`config.mk`:
```
export PLATFORM = sky130hd
export DESIGN_NAME = vm_mul
export DESIGN_NICKNAME = d
export VERILOG_FILES = /design/src/rtl/vm_pkg.sv /design/src/rtl/vm_cell2.sv /design/src/rtl/vm_skip_adder.sv /design/src/rtl/vm_level.sv /design/src/rtl/vm_mul.sv
export SDC_FILE = /design/constraint.sdc
export NUM_CORES = 1
export LEC_CHECK = 0
export CAP_MARGIN = 0
export CORE_ASPECT_RATIO = 0.5
export CORE_MARGIN = 3
export CORE_UTILIZATION = 50
export DETAILED_ROUTE_END_ITERATION = 10
export MAX_ROUTING_LAYER = met4
export PLACE_DENSITY = 0.76
export SLEW_MARGIN = 10
export SYNTH_ARGS = -nofsm -noshare
export SYNTH_HDL_FRONTEND = slang
export SYNTH_HIERARCHICAL = 1
export SYNTH_SLANG_ARGS = --single-unit
export TNS_END_PERCENT = 1
```
`constraint.sdc`:
```
create_clock -name vclk -period 10.33
set_clock_uncertainty 0.1 [all_clocks]
set_input_delay 1.5495 -clock vclk [all_inputs]
set_output_delay 1.5495 -clock vclk [all_outputs]
set_load 0.02 [all_outputs]
```
`src/rtl/vm_pkg.sv`:
```
package vm_pkg;
  localparam int unsigned SKIP_GROUP = 4;

  function automatic bit is_pow2(input int unsigned v);
    return (v >= 2) && ((v & (v - 1)) == 0);
  endfunction
endpackage

```
`src/rtl/vm_cell2.sv`:
```
module vm_cell2 (
  input  logic [1:0] a_i,
  input  logic [1:0] b_i,
  output logic [3:0] p_o
);
  logic x01, x10, c1;

  assign x01 = a_i[0] & b_i[1];
  assign x10 = a_i[1] & b_i[0];
  assign c1  = x01 & x10;

  assign p_o[0] = a_i[0] & b_i[0];
  assign p_o[1] = x01 ^ x10;
  assign p_o[2] = (a_i[1] & b_i[1]) ^ c1;
  assign p_o[3] = a_i[1] & b_i[1] & c1;

  always_comb begin

    cell_prod_chk: assert (p_o == {2'b00, a_i} * {2'b00, b_i})
      else $error("2x2 cell product mismatch");
  end
endmodule

```
`src/rtl/vm_skip_adder.sv`:
```
module vm_skip_adder #(
  parameter int unsigned W = 11,
  parameter int unsigned G = vm_pkg::SKIP_GROUP
) (
  input  logic [W-1:0] a_i,
  input  logic [W-1:0] b_i,
  input  logic         cin_i,
  output logic [W-1:0] sum_o,
  output logic         cout_o
);
  localparam int unsigned NG = (W + G - 1) / G;
  localparam int unsigned PW = NG * G;

  logic [PW-1:0] a_pad, b_pad;

  assign a_pad = {{(PW-W){1'b0}}, a_i};
  assign b_pad = {{(PW-W){1'b0}}, b_i};

  always_comb begin
    logic c, c_grp, prop, ai, bi;
    int   idx;
    sum_o  = '0;
    cout_o = 1'b0;
    c      = cin_i;
    for (int g = 0; g < int'(NG); g++) begin
      c_grp = c;
      prop  = 1'b1;
      for (int j = 0; j < int'(G); j++) begin
        idx  = g * int'(G) + j;
        ai   = a_pad[idx];
        bi   = b_pad[idx];
        prop = prop & (ai ^ bi);
        if (idx < int'(W)) sum_o[idx] = ai ^ bi ^ c;
        c = (ai & bi) | (c & (ai ^ bi));
        if (idx == int'(W) - 1) cout_o = c;
      end
      // group bypass: incoming carry skips a fully propagating group
      if (prop) begin
        c = c_grp;
        if ((g + 1) * int'(G) >= int'(W)) cout_o = c_grp;
      end
    end
  end

  always_comb begin

    skip_sum_chk: assert ({cout_o, sum_o} == {1'b0, a_i} + {1'b0, b_i} + {{W{1'b0}}, cin_i})
      else $error("carry-skip sum differs from ripple sum");
  end
endmodule

```
`src/rtl/vm_level.sv`:
```
module vm_level #(
  parameter int unsigned W = 8
) (
  input  logic [W-1:0]   a_i,
  input  logic [W-1:0]   b_i,
  output logic [2*W-1:0] p_o
);
  localparam int unsigned H = W / 2;
  localparam int unsigned K = 3 * H - 1;

  if (W == 2) begin : g_base
    vm_cell2 u_cell (.a_i(a_i), .b_i(b_i), .p_o(p_o));
  end else begin : g_split
    logic [W-1:0]   p_ll, p_lh, p_hl, p_hh;
    logic [W+H-1:0] outer;
    logic [W-1:0]   fa_s, fa_c;
    logic [K-1:0]   add_a, add_b, add_s;
    logic           add_co;

    vm_level #(.W(H)) u_ll (.a_i(a_i[H-1:0]), .b_i(b_i[H-1:0]), .p_o(p_ll));
    vm_level #(.W(H)) u_lh (.a_i(a_i[H-1:0]), .b_i(b_i[W-1:H]), .p_o(p_lh));
    vm_level #(.W(H)) u_hl (.a_i(a_i[W-1:H]), .b_i(b_i[H-1:0]), .p_o(p_hl));
    vm_level #(.W(H)) u_hh (.a_i(a_i[W-1:H]), .b_i(b_i[W-1:H]), .p_o(p_hh));

    // outer products concatenated, aligned to weight H
    assign outer = {p_hh, p_ll[W-1:H]};

    // first reduction row: W full adders
    for (genvar i = 0; i < int'(W); i++) begin : g_fa
      assign fa_s[i] = outer[i] ^ p_lh[i] ^ p_hl[i];
      assign fa_c[i] = (outer[i] & p_lh[i]) | (outer[i] & p_hl[i]) | (p_lh[i] & p_hl[i]);
    end

    assign add_a = {outer[W+H-1:W], fa_s[W-1:1]};
    assign add_b = {{(H-1){1'b0}}, fa_c};

    vm_skip_adder #(.W(K)) u_add (
      .a_i   (add_a),
      .b_i   (add_b),
      .cin_i (1'b0),
      .sum_o (add_s),
      .cout_o(add_co)
    );

    assign p_o = {add_s, fa_s[0], p_ll[H-1:0]};

    always_comb begin

      no_overflow_chk: assert (!add_co)
        else $error("final adder carried out of product width");

      level_prod_chk: assert (p_o == {{W{1'b0}}, a_i} * {{W{1'b0}}, b_i})
        else $error("level product mismatch");
    end
  end
endmodule

```
`src/rtl/vm_mul.sv`:
```
module vm_mul #(
  parameter int unsigned W = 8
) (
  input  logic           mul_en_i,
  input  logic           out_en_i,
  input  logic [W-1:0]   opa_i,
  input  logic [W-1:0]   opb_i,
  output logic [2*W-1:0] prod_o
);
  localparam int unsigned PW = 2 * W;

  if (!vm_pkg::is_pow2(W)) begin : g_bad_w
    $error("W must be a power of two, at least 2");
  end

  logic [W-1:0]  core_a, core_b;
  logic [PW-1:0] core_p;

  assign core_a = mul_en_i ? opa_i : '0;
  assign core_b = mul_en_i ? opb_i : '0;

  vm_level #(.W(W)) u_core (.a_i(core_a), .b_i(core_b), .p_o(core_p));

  assign prod_o = out_en_i ? core_p : '0;

  always_comb begin

    in_gate_chk: assert (mul_en_i || prod_o == '0)
      else $error("product nonzero with operand enable low");

    top_prod_chk: assert (!(mul_en_i && out_en_i) || prod_o == {{W{1'b0}}, opa_i} * {{W{1'b0}}, opb_i})
      else $error("enabled product mismatch");
  end
endmodule

```
==> impl_metrics.toml <==
[global_route]
antenna_found_initial = 0
grt_pass1_wl_mm = 9.94
grt_pass1_vias = 2166
overflow = 0
track_usage_pct = 19.3
grt_start_max_net_pins = 17

[timing]
worstMarginPinSlew_ns = 0.558
setup_viol = 2
hold_viol = 0
slew_headroom_pct = 62.7
postLayoutSetupSlackWorst_ns = -0.452
fin_crit_sh_pct = 104
worst_hold_slack_ns = 4.14
rsz0062_at_grt = "yes"
report.final.slew_viol_count = 0
period_needed_ns = 10.78
fmax_mhz = 92.7

[setup_path]
crit_top_cell = "fa_2"
startpoint_type = "input pin"
end_kind = "output port"
cp_max_fo = 8
critPathBufInv = 9
max_stage_delay_ns = 0.51
cp.arrival_ns = 9.13
path_delay_family = "adder cells"
cpMaxStageDelayCell = "fa_1"
crit_type = "in -> out"
critPathRequiredTime_ns = 8.68

[layout]
seq_cells = 0
nClkBuffers = 0
final.fill_count = 397
final_cell_mix = "and2_1, ha_1, fa_1"
fin_cells = 415
finish.utilization_pct = 69.7
nNetsFinal = 476
final_common_cell = "and2_1"
layout-drive-gt1-share_pct = 29.0
seqCellArea_sq_um = 0
stdcell_area_sq_mm = 0.00356
antenna_cells = 0
synthToLayoutAreaGrowth_pct = 29.9

[route]
drc = 0
dr_total_vias = 1947
drtIter0Drc = 26
viasPerCell = 4.69
wirelength_mm = 5.46
dr.pass1.iters = 4
wl_per_cell_um = 13.1
ant_nets = 0

[floorplanning]
die_w_um = 111
dieArea_sq_mm = 0.00646
core_sq_mm = 0.00511
die_h_um = 58.4
rows = 18
start_util_pct = 53.6
pin_count = 34

[place]
gp_congestion = 0.841
dp.cells = 410
port_buffers = 34
place_ws_ns = -1.74
dpl.hpwl_mm = 4.94
placed_area_sq_mm = 0.00348

[power]
powerDensity_mw_per_mm2 = 46.2
max-vdd-ir-drop_v = 0.0000394
power_leakage_nw = 1.97

[synth]
avgSynthCellArea_sq_um = 10.3
ys_warn_count = 6
netlist_instances = 266
netlist_area_sq_mm = 0.00274

[worst_hold_path]
min_to = "prod_o[14]"
hp-class = "in -> out"
whs_path_depth = 3
hold_path.startpoint = "out_en_i"

[run]
drv_cap = 0

[outcome]
outcome = "finished, violations left"
violations = "setup timing"

[cts]
hold_buffers = 0
==> area by class of cell <==
type / count / area, sq um / area share (%)
Timing Repair Buffer: 69 / 596 / 16.7
Multi-Input combinational cell: 236 / 2730 / 76.6
Tap cell: 70 / 87.6 / 2.46
Inverter: 40 / 150 / 4.22
==> worst max-delay path by stage <==
| stage | startpoint | slack (ns) | depth (start not counted) | end |
|---|---|---|---|---|
| after floorplan | mul_en_i | 0.15 | 26 | prod_o[13] |
| after global placement | mul_en_i | -1.61 | 32 | prod_o[15] |
| after detailed placement | mul_en_i | -1.74 | 31 | prod_o[15] |
| after CTS | mul_en_i | -0.52 | 32 | prod_o[15] |
| after global routing | mul_en_i | -0.70 | 32 | prod_o[15] |
| final | mul_en_i | -0.45 | 32 | prod_o[15] |
==> repair_timing <==
item / in CTS / in global routing
pin swaps: 30 / 6
resized for setup: 54 / 6
endpoints found under the setup margin: 5 / 4
endpoints found under the hold margin: 0 / 0
buffers inserted: 5 / 0
==> routing by layer <==
metal	share of wire, %	global-route usage [%]
met1	46	25.9
met2	52	36.2
met3	1.7	0
met4	0	0
met5	0	-
==> through the flow <==
| step | total power (W) | TNS (ns) |
|---|---|---|
| floorplan | 0.0000979 | 0 |
| global placement | 0.000158 | -4.40 |
| detailed placement | 0.000164 | -5.07 |
| CTS | 0.000167 | -0.722 |
| global route | 0.000185 | -1.15 |
| finish | 0.000165 | -0.587 |
==> report_power, final <==
part	switching (W)	internal (W)	total, W	leakage [nW]
Combinational	0.0000780	0.0000865	0.000165	1.97
Clock	0	0	0	0
Sequential	0	0	0	0
(Power assumes the default switching activity.)
